--- config.mk ---
export PLATFORM = sky130hd
export DESIGN_NAME = i2c_bus_observer
export DESIGN_NICKNAME = d
export VERILOG_FILES = /design/src/rtl/obs_pkg.sv /design/src/rtl/obs_line_sync.sv /design/src/rtl/obs_addr_match.sv /design/src/rtl/obs_framer.sv /design/src/rtl/i2c_bus_observer.sv
export SDC_FILE = /design/constraint.sdc
export NUM_CORES = 1
export LEC_CHECK = 0
export ABC_AREA = 1
export CAP_MARGIN = 20
export CORE_UTILIZATION = 41
export DETAILED_ROUTE_END_ITERATION = 16
export PLACE_DENSITY = 0.8
export SYNTH_ARGS = -nofsm -noshare
export SYNTH_HDL_FRONTEND = slang
export SYNTH_HIERARCHICAL = 1
export SYNTH_SLANG_ARGS = --single-unit
--- constraint.sdc ---
create_clock -name clk -period 3.6 [get_ports clk]
set_clock_uncertainty 0.05 [all_clocks]
set_input_delay 0.72 -clock clk [delete_from_list [all_inputs] [get_ports clk]]
set_output_delay 0.72 -clock clk [all_outputs]
set_load 0.02 [all_outputs]
--- src/rtl/obs_pkg.sv ---
`timescale 1ns/1ps
package obs_pkg;
    localparam int BYTE_W  = 8;
    localparam int FRAME_W = BYTE_W + 1;
    localparam int ADDR_W  = BYTE_W - 1;

    // Slot byte: [7:1] address, [0] general-call enable
    function automatic logic slot_hit(input logic [BYTE_W-1:0] slot,
                                      input logic [ADDR_W-1:0] addr);
        logic dir_hit;
        logic gc_hit;
        dir_hit = (slot[BYTE_W-1:1] != '0) && (slot[BYTE_W-1:1] == addr);
        gc_hit  = slot[0] && (addr == '0);
        return dir_hit || gc_hit;
    endfunction
endpackage

--- src/rtl/obs_line_sync.sv ---
`timescale 1ns/1ps
module obs_line_sync #(
    parameter int STAGES = 2
) (
    input  logic clk,
    input  logic rst_n,
    input  logic scl_i,
    input  logic sda_i,
    output logic scl_s_o,
    output logic sda_s_o,
    output logic scl_rise_o,
    output logic start_o,
    output logic stop_o
);
    localparam int ST = (STAGES < 2) ? 2 : STAGES;

    typedef struct packed {
        logic [ST-1:0] scl_pipe;
        logic [ST-1:0] sda_pipe;
        logic          scl_p;
        logic          sda_p;
    } sync_t;

    sync_t q, d;

    always_comb begin
        d          = q;
        d.scl_pipe = {q.scl_pipe[ST-2:0], scl_i};
        d.sda_pipe = {q.sda_pipe[ST-2:0], sda_i};
        d.scl_p    = q.scl_pipe[ST-1];
        d.sda_p    = q.sda_pipe[ST-1];
    end

    always_ff @(posedge clk or negedge rst_n) begin
        if (!rst_n) begin
            q <= '1;
        end else begin
            q <= d;
        end
    end

    assign scl_s_o    = q.scl_pipe[ST-1];
    assign sda_s_o    = q.sda_pipe[ST-1];
    assign scl_rise_o = scl_s_o & ~q.scl_p;
    assign start_o    = scl_s_o & q.scl_p & q.sda_p & ~sda_s_o;
    assign stop_o     = scl_s_o & q.scl_p & ~q.sda_p & sda_s_o;
endmodule

--- src/rtl/obs_addr_match.sv ---
`timescale 1ns/1ps
module obs_addr_match
    import obs_pkg::*;
#(
    parameter int SLOTS = 4,
    localparam int IDX_W = (SLOTS > 1) ? $clog2(SLOTS) : 1
) (
    input  logic [SLOTS*BYTE_W-1:0] slots_i,
    input  logic [ADDR_W-1:0]       addr_i,
    output logic                    hit_o,
    output logic [IDX_W-1:0]        idx_o
);
    logic [SLOTS-1:0] slot_hits;

    for (genvar g = 0; g < SLOTS; g++) begin : g_slot
        assign slot_hits[g] = slot_hit(slots_i[g*BYTE_W +: BYTE_W], addr_i);
    end

    always_comb begin
        hit_o = |slot_hits;
        idx_o = '0;
        for (int k = SLOTS - 1; k >= 0; k--) begin
            if (slot_hits[k]) begin
                idx_o = IDX_W'(k);
            end
        end
    end

    always_comb begin
        if (hit_o) begin
            AST_ZERO_SLOT_SILENT: assert (slots_i[idx_o*BYTE_W +: BYTE_W] != '0);
        end
    end
endmodule

--- src/rtl/obs_framer.sv ---
`timescale 1ns/1ps
module obs_framer
    import obs_pkg::*;
#(
    parameter int SLOTS = 4,
    localparam int IDX_W = (SLOTS > 1) ? $clog2(SLOTS) : 1,
    localparam int CNT_W = $clog2(FRAME_W)
) (
    input  logic              clk,
    input  logic              rst_n,
    input  logic              scl_rise_i,
    input  logic              sda_s_i,
    input  logic              start_i,
    input  logic              stop_i,
    input  logic              irq_clr_i,
    input  logic              hit_i,
    input  logic [IDX_W-1:0]  hit_idx_i,
    output logic [BYTE_W-1:0] shift_o,
    output logic [BYTE_W-1:0] hold_o,
    output logic              irq_o,
    output logic              ovr_o,
    output logic              matched_o,
    output logic [IDX_W-1:0]  idx_o,
    output logic              rw_o
);
    localparam logic [CNT_W-1:0] LAST_BIT = CNT_W'(FRAME_W - 1);

    typedef struct packed {
        logic [CNT_W-1:0]  cnt;
        logic [BYTE_W-1:0] shift;
        logic [BYTE_W-1:0] hold;
        logic              active;
        logic              in_addr;
        logic              matched;
        logic [IDX_W-1:0]  idx;
        logic              rw;
        logic              irq;
        logic              ovr;
    } frm_t;

    frm_t q, d;
    logic fire;
    logic frame_end;

    assign frame_end = scl_rise_i && q.active && (q.cnt == LAST_BIT);

    always_comb begin
        d    = q;
        fire = 1'b0;
        if (irq_clr_i) begin
            d.irq = 1'b0;
            d.ovr = 1'b0;
        end
        if (start_i) begin
            d.cnt     = '0;
            d.active  = 1'b1;
            d.in_addr = 1'b1;
            d.matched = 1'b0;
        end else if (stop_i) begin
            d.cnt     = '0;
            d.active  = 1'b0;
            d.in_addr = 1'b0;
            d.matched = 1'b0;
        end else if (scl_rise_i && q.active) begin
            d.shift = {q.shift[BYTE_W-2:0], sda_s_i};
            if (q.cnt == LAST_BIT) begin
                d.cnt  = '0;
                d.hold = q.shift;
                if (q.in_addr) begin
                    d.in_addr = 1'b0;
                    d.matched = hit_i;
                    fire      = hit_i;
                    if (hit_i) begin
                        d.idx = hit_idx_i;
                        d.rw  = q.shift[0];
                    end
                end else begin
                    fire = q.matched;
                end
                if (fire) begin
                    if (q.irq && !irq_clr_i) begin
                        d.ovr = 1'b1;
                    end
                    d.irq = 1'b1;
                end
            end else begin
                d.cnt = q.cnt + 1'b1;
            end
        end
    end

    always_ff @(posedge clk or negedge rst_n) begin
        if (!rst_n) begin
            q <= '0;
        end else begin
            q <= d;
        end
    end

    assign shift_o   = q.shift;
    assign hold_o    = q.hold;
    assign irq_o     = q.irq;
    assign ovr_o     = q.ovr;
    assign matched_o = q.matched;
    assign idx_o     = q.idx;
    assign rw_o      = q.rw;

    AST_IRQ_NEEDS_MATCH: assert property (@(posedge clk) disable iff (!rst_n)
        $rose(irq_o) |-> matched_o);
    AST_IRQ_STICKY: assert property (@(posedge clk) disable iff (!rst_n)
        (irq_o && !irq_clr_i) |=> irq_o);
    AST_STOP_UNMATCH: assert property (@(posedge clk) disable iff (!rst_n)
        stop_i |=> !matched_o);
    AST_HOLD_STEADY: assert property (@(posedge clk) disable iff (!rst_n)
        !frame_end |=> $stable(hold_o));
    AST_OVR_NEEDS_PENDING: assert property (@(posedge clk) disable iff (!rst_n)
        $rose(ovr_o) |-> $past(irq_o));
    AST_CNT_BOUND: assert property (@(posedge clk) disable iff (!rst_n)
        q.cnt <= LAST_BIT);
endmodule

--- src/rtl/i2c_bus_observer.sv ---
`timescale 1ns/1ps
module i2c_bus_observer
    import obs_pkg::*;
#(
    parameter int SLOTS       = 4,
    parameter int SYNC_STAGES = 2,
    localparam int IDX_W = (SLOTS > 1) ? $clog2(SLOTS) : 1
) (
    input  logic                    clk,
    input  logic                    rst_n,
    input  logic                    scl_i,
    input  logic                    sda_i,
    input  logic [SLOTS*BYTE_W-1:0] slave_addr_i,
    input  logic                    stretch_en_i,
    input  logic                    irq_clr_i,
    output logic                    scl_hold_o,
    output logic                    sda_oe_o,
    output logic                    irq_o,
    output logic [BYTE_W-1:0]       shift_o,
    output logic [BYTE_W-1:0]       hold_o,
    output logic                    overrun_o,
    output logic                    matched_o,
    output logic [IDX_W-1:0]        match_idx_o,
    output logic                    rw_o
);
    logic scl_s, sda_s, scl_rise, start_c, stop_c;
    logic hit;
    logic [IDX_W-1:0] hit_idx;

    obs_line_sync #(.STAGES(SYNC_STAGES)) u_sync (
        .clk       (clk),
        .rst_n     (rst_n),
        .scl_i     (scl_i),
        .sda_i     (sda_i),
        .scl_s_o   (scl_s),
        .sda_s_o   (sda_s),
        .scl_rise_o(scl_rise),
        .start_o   (start_c),
        .stop_o    (stop_c)
    );

    obs_addr_match #(.SLOTS(SLOTS)) u_match (
        .slots_i(slave_addr_i),
        .addr_i (shift_o[BYTE_W-1:1]),
        .hit_o  (hit),
        .idx_o  (hit_idx)
    );

    obs_framer #(.SLOTS(SLOTS)) u_frame (
        .clk       (clk),
        .rst_n     (rst_n),
        .scl_rise_i(scl_rise),
        .sda_s_i   (sda_s),
        .start_i   (start_c),
        .stop_i    (stop_c),
        .irq_clr_i (irq_clr_i),
        .hit_i     (hit),
        .hit_idx_i (hit_idx),
        .shift_o   (shift_o),
        .hold_o    (hold_o),
        .irq_o     (irq_o),
        .ovr_o     (overrun_o),
        .matched_o (matched_o),
        .idx_o     (match_idx_o),
        .rw_o      (rw_o)
    );

    // Pull SCL low only after the master has already lowered it
    assign scl_hold_o = stretch_en_i & irq_o & ~scl_s;
    assign sda_oe_o   = 1'b0;
endmodule

* Word-level counts from Yosys, hierarchy flattened
Index checks and enable logic that the tools add are counted.
** Word-level totals
- Memories kept :: 0
- Memory bits (writable) :: 0
- Latch bits :: 0
- Bits in read-only memories :: 0
- Logic and storage cells :: 90
- Register bits after elaboration :: 34
- Input port bits :: 38
- Output and inout bits :: 24
** Cells by class
- $add $sub $neg :: 1
- Muxes and demuxes :: 26
- Divide/modulo/power cells :: 0
- Multipliers :: 0
- Shifts and indexed selects :: 0
- Order comparisons :: 0
- Bitwise logic cells :: 14
- Equality and inequality tests :: 5
- Reduce and logical (&&, ||, !) cells :: 30
** Operators with widths (number)
- 7-bit == test :: 4
- 7-bit nonzero test :: 4
- 20-bit 2-to-1 mux :: 1
- 2-bit 2-to-1 mux :: 9
- 4-bit 2-to-1 mux :: 4
- 7-bit 2-to-1 mux :: 2
- 1-bit logical AND :: 10
- 3-bit nonzero test :: 3
- 1-bit AND :: 8
- 8-bit 2-to-1 mux :: 1
- 7-bit zero test :: 1
- 1-bit 2-to-1 mux :: 7
- 3-bit 2-to-1 mux :: 2
- 1-bit NOT :: 6
- 3-bit AND reduction :: 2
- 6-bit AND reduction :: 1
- 4-bit by 1-bit adder with 4-bit output (second input constant) :: 1
- 4-bit == test (second input constant) :: 1
- 1-bit logical OR :: 4
- 4-bit AND reduction :: 1
- 4-bit OR reduction :: 1
- 2-bit AND reduction :: 1
- 2-bit nonzero test :: 1
- 1-bit zero test :: 1

* Longest topological paths before layout
- Depth in word-level cells :: 14
- Mapped depth :: 16
- Depth with buffers taken out :: 15

* Modules after synthesis
Netlist, hierarchy kept.
** Modules (own cells, without submodules)
- obs_framer :: cells each 153, area each 1463.9 sq um, times used 1, seq. area each 700.7 sq um
- obs_addr_match :: cells each 146, area each 659.4 sq um, times used 1, seq. area each 0.0 sq um
- obs_line_sync :: cells each 15, area each 191.4 sq um, times used 1, seq. area each 157.7 sq um
- i2c_bus_observer :: cells each 4, area each 21.3 sq um, times used 1, seq. area each 0.0 sq um

* Worst setup path before layout
OpenSTA, ideal clock, no wires.
- Path kind :: input port to flip-flop
- Start point :: input slave_addr_i[14]
- End point :: register u_frame.q (netlist bit u_frame/rw_o)
- Stages :: 13
- Data arrival time :: 1.680 ns
- Required time :: 3.433 ns
- Buffers on the path :: 0
- Setup time :: 0.117 ns
- Setup slack :: 1.753 ns
- Cell sequence :: xor2_1 nor2_1 nand2_1 nor2_1 nand2_1 nand2_1 nor2_1 nand2_1 nand2_1 inv_1 nand3_4 nand2_1 nand2_1
** Between the ends
- Cells in the longest elaborated chain, start to end :: 5
- Elaborated cells on any way between the ends :: 6
- Those cells by class :: eq/ne (1); reduce/logical (5)
** RTL lines
- start: declaration :: RTL line i2c_bus_observer.sv:13 : input logic [SLOTS*BYTE_W-1:0] slave_addr_i,
- 7-bit == test / 7-bit nonzero test (equally long branches) :: RTL line obs_pkg.sv:12 : dir_hit = (slot[BYTE_W-1:1] != '0) && (slot[BYTE_W-1:1] == addr);
- 1-bit logical AND * :: RTL line obs_pkg.sv:12
- 1-bit logical OR * :: RTL line obs_pkg.sv:14 : return dir_hit || gc_hit;
- 4-bit OR reduction * :: RTL line obs_addr_match.sv:20 : hit_o = |slot_hits;
- net hit :: RTL line i2c_bus_observer.sv:27 : logic hit;
- 6-bit AND reduction (no line) *
- end signal: assignment :: RTL line obs_framer.sv:94 : q <= '0;
- end signal: assignment :: RTL line obs_framer.sv:96 : q <= d;
- end: declaration :: RTL line obs_framer.sv:41 : frm_t q, d;
Mark *: on every way through the listed nets, which the timed path passes. The rest lies on a longest branch.
A chain may end at the register's enable or synchronous reset.

* Worst setup path after layout
- Start point :: input stretch_en_i
- End point :: output scl_hold_o
** Between the ends
- Cells in the longest elaborated chain, start to end :: 2
** RTL lines
- start: declaration :: RTL line i2c_bus_observer.sv:14 : input logic stretch_en_i,
- 1-bit AND (2 in series) :: RTL line i2c_bus_observer.sv:69 : assign scl_hold_o = stretch_en_i & irq_o & ~scl_s;
- end: declaration :: RTL line i2c_bus_observer.sv:16 : output logic scl_hold_o,
Every way passes these cells.

==> flow_metrics.env <==
export IMPL_boundaryPins=62
export IMPL_ir_worst_vdd_mv=0.2212
export IMPL_dr_pass1_iters=4
export IMPL_die_x_um=77.48
export IMPL_syn_inst=318
export IMPL_p_per_area_nw_per_um2=498.0
export IMPL_fin_nets=403
export IMPL_fin_area_sq_um=2938
export IMPL_synth_edf_count=0
export IMPL_wl_per_cell_um=12.04
export IMPL_drt_antenna_violating_nets=0
export IMPL_dr_wl_met3_um=365
export IMPL_met2_length_mm=2.332
export IMPL_grt_max_degree=35
export IMPL_status="finished, final reports clean"
export IMPL_fillers=522
export IMPL_setup_viol=0
export IMPL_clkPwrFrac=0.194
export IMPL_route_top_layer_used="met4"
export IMPL_slowest_stage="clkdlybuf4s50_1"
export IMPL_finalHoldViolations=0
export IMPL_yosysTopAreaCellShare=0.2999
export IMPL_synth_top_family_by_area="simple AND/OR/NAND/NOR gates"
export IMPL_clk_pin_slew_worst_paths_ns=0.06
export IMPL_first_iter_violations=99
export IMPL_max_freq_ghz=0.3753
export IMPL_cts_tree="built"
export IMPL_worstPathMaxFanout=1
export IMPL_clk_latency_ns=0.28
export IMPL_crit_required_ns=2.83
export IMPL_setup_tns_ns=0
export IMPL_synth_mux_area_frac=0
export IMPL_fin_util=0.5335
export IMPL_critPathTopFamily="buffers and inverters"
export IMPL_start_kind="input pin"
export IMPL_synthSimpleGateAreaFrac=0.3455
export IMPL_ys_warn_count=6
export IMPL_fin_crit_ns=2.665
export IMPL_cts_setup_buffers=0
export IMPL_root_buffer="clkbuf_8"
export IMPL_placementRows=27
export IMPL_fp_coreArea_sq_um=5507
export IMPL_synth_compound_area_frac=0.08516
export IMPL_yosysTopAreaCell="dfrtp_1"
export IMPL_grt_setup_unrepaired="no"
export IMPL_syn_area_sq_um=2336
export IMPL_arrival_ns=1.89
export IMPL_clock_sinks=34
export IMPL_worst_path_buf_inv=2
export IMPL_dpl_hpwl_mm=3.949
export IMPL_drv_cap=0
export IMPL_grt_pass1_wl_mm=8.963
export IMPL_cts_buffers=5
export IMPL_synthToLayoutAreaGrowth_pct=25.76
export IMPL_postPlaceCellArea_sq_um=2846
export IMPL_synth_xor_xnor_area_share=0.03374
export IMPL_wl_met1_mm=2.395
export IMPL_power_share_switching=0.4169
export IMPL_antenna_found_initial=0
export IMPL_post_route_period_util=0.7402
export IMPL_cpMostUsedCell="clkdlybuf4s50_1"
export IMPL_critPathMaxStageDelay_ns=0.59
export IMPL_p_leak_nw=1.443
export IMPL_n_antenna_cell=0
export IMPL_synthArstFlopShare=1.000
export IMPL_hp_class="reg -> reg"
export IMPL_place_gp_congestion=0.9143
export IMPL_internal_power_w=0.0008531
export IMPL_dieArea_sq_um=6003
export IMPL_hold_buffers=0
export IMPL_synth_commonest_cells="nand2_1, inv_1, dfrtp_1"
export IMPL_syn_nets=358
export IMPL_via_count=2066
export IMPL_cts_resized=0
export IMPL_grt_pass1_vias=2030
export IMPL_overflow=0
export IMPL_die_h_um=77.48
export IMPL_layout_drive_gt1_share=0.1676
export IMPL_drt_wl_total_mm=5.250
export IMPL_crit_path_cell_trace="clkdlybuf4s50_1 > nand2_1 > nor2_2 > clkdlybuf4s50_1"
export IMPL_ys_seq_area_frac=0.3674
export IMPL_timing_final_max_slew_violations=0
export IMPL_start_util=0.4242
export IMPL_p_comb_frac=0.442
export IMPL_clk_path_buf_depth=2
export IMPL_power_frac_seq=0.364
export IMPL_synthDistinctLibCells=31
export IMPL_switching_power_w=0.0006100
export IMPL_syn_avg_cell_area_sq_um=7.346
export IMPL_port_buffers=60
export IMPL_end_kind="primary output"
export IMPL_worstSetupPathType="in -> out"
export IMPL_via_per_inst=4.739
export IMPL_cts_htree_levels=2
export IMPL_ys_ff_latch=34
export IMPL_synthFlopType="dfrtp_1"
export IMPL_drc_errors=0
export IMPL_yosysMostFrequentCell="nand2_1"
export IMPL_synthTopCellsByArea="dfrtp_1, nand2_1, dfstp_2"
export IMPL_groute_usage_overall=0.1903
export IMPL_synthAdderAreaFrac=0.01071
[metrics by stage]
step | power, W | hold slack, ns | cells | setup slack [ns]
2_1_floorplan | 0.001011 | 0.2952 | 318 | 1.753
3_3_place_gp | 0.001164 | 0.2963 | 428 | 0.9292
3_5_place_dp | 0.001182 | 0.2976 | 428 | 0.9281
4_1_cts | 0.001475 | 0.3073 | 436 | 0.9264
5_1_grt | 0.001585 | 0.3106 | 436 | 0.9064
6_report | 0.001463 | 0.3050 | 436 | 0.9351
[routing by layer]
layer | vias up | global-route usage
li1 | 1048 | -
met1 | 932 | 0.2398
met2 | 73 | 0.3018
met3 | 13 | 0.04588
met4 | 0 | 0.09811
met5 | - | 0
[power by group through the flow]
stage / logic, W / registers [W] / clock network (W)
after floorplan: 0.000538 / 0.000473 / 0
after global placement: 0.000626 / 0.000538 / 0
after detailed placement: 0.000642 / 0.000540 / 0
after CTS: 0.000647 / 0.000533 / 0.000295
after global routing: 0.000729 / 0.000545 / 0.000312
final: 0.000647 / 0.000533 / 0.000283
[sequential cells by signal, indices dropped and copies added, names as in the netlist, 2 cells and up]
name             cells
u_frame/hold_o       8
u_frame/idx_o        2
u_frame/q            6
u_frame/shift_o      8
u_sync/d             2
u_sync/q             2
[placed cells by master (no fill, tap or decap), types with 2 or more instances in the layout]
cell             synthesis  final
nand2_1                110    110
clkdlybuf4s50_1          0     60
inv_1                   36     36
dfrtp_1                 28     28
nor2_1                  26     26
o21ai_2                 15     15
inv_2                   10     10
nand4_1                 10     10
nand3_1                  8      8
clkbuf_8                 0      6
nand2_2                  6      6
xnor2_1                  6      6
dfstp_2                  6      6
nor2_2                   5      5
o21ai_1                  4      4
nor2_4                   3      3
xor2_1                   3      3
nand3_2                  3      3
o21bai_1                 2      2
ha_1                     2      2
a21oi_2                  2      2
a21oi_1                  2      2
[final timing paths]
check / startpoint / to / depth (start not counted) / slack [ns]
setup / recovery: stretch_en_i / scl_hold_o / 4 / 0.94
hold / removal: u_sync/d[3] / u_sync/sda_s_o / 0 / 0.31
setup reg to reg: u_frame/shift_o[4] / u_frame/rw_o / 11 / 1.61
hold reg to reg: u_sync/d[3] / u_sync/sda_s_o / 0 / 0.31
max in group asynchronous: rst_n / u_sync/scl_s_o / 2 / 2.37
min in group asynchronous: rst_n / u_frame/q[26] / 2 / 0.79
[worst register-to-register path: cells and delay by family, from the launching register on]
kind	cells	cell delay, ns
AO/OA/AOI/OAI	1	0.05
AND/OR/NAND/NOR	8	0.99
buffers and inverters	2	0.30
flip-flops	1	0.49
[cells by family after synthesis]
group,count (synthesis)
AOI/OAI and AO/OA,26
xor gates and xnor gates,9
adders and majority gates,2
buffers and inverters,70
DFF,34
other,1
and+or+nand+nor,176
[area by class of cell]
class | instances | area, sq um | area share
multi-input combinational | 214 | 1114 | 0.3790
sequential | 34 | 858.3 | 0.2922
timing repair buffer | 61 | 608.1 | 0.2070
inverter | 47 | 176.4 | 0.06005
tap | 72 | 90.09 | 0.03066
clock buffer | 7 | 86.33 | 0.02939
clock inverter | 1 | 5.005 | 0.001704
No activity file was read; power rests on OpenSTA's default activity.
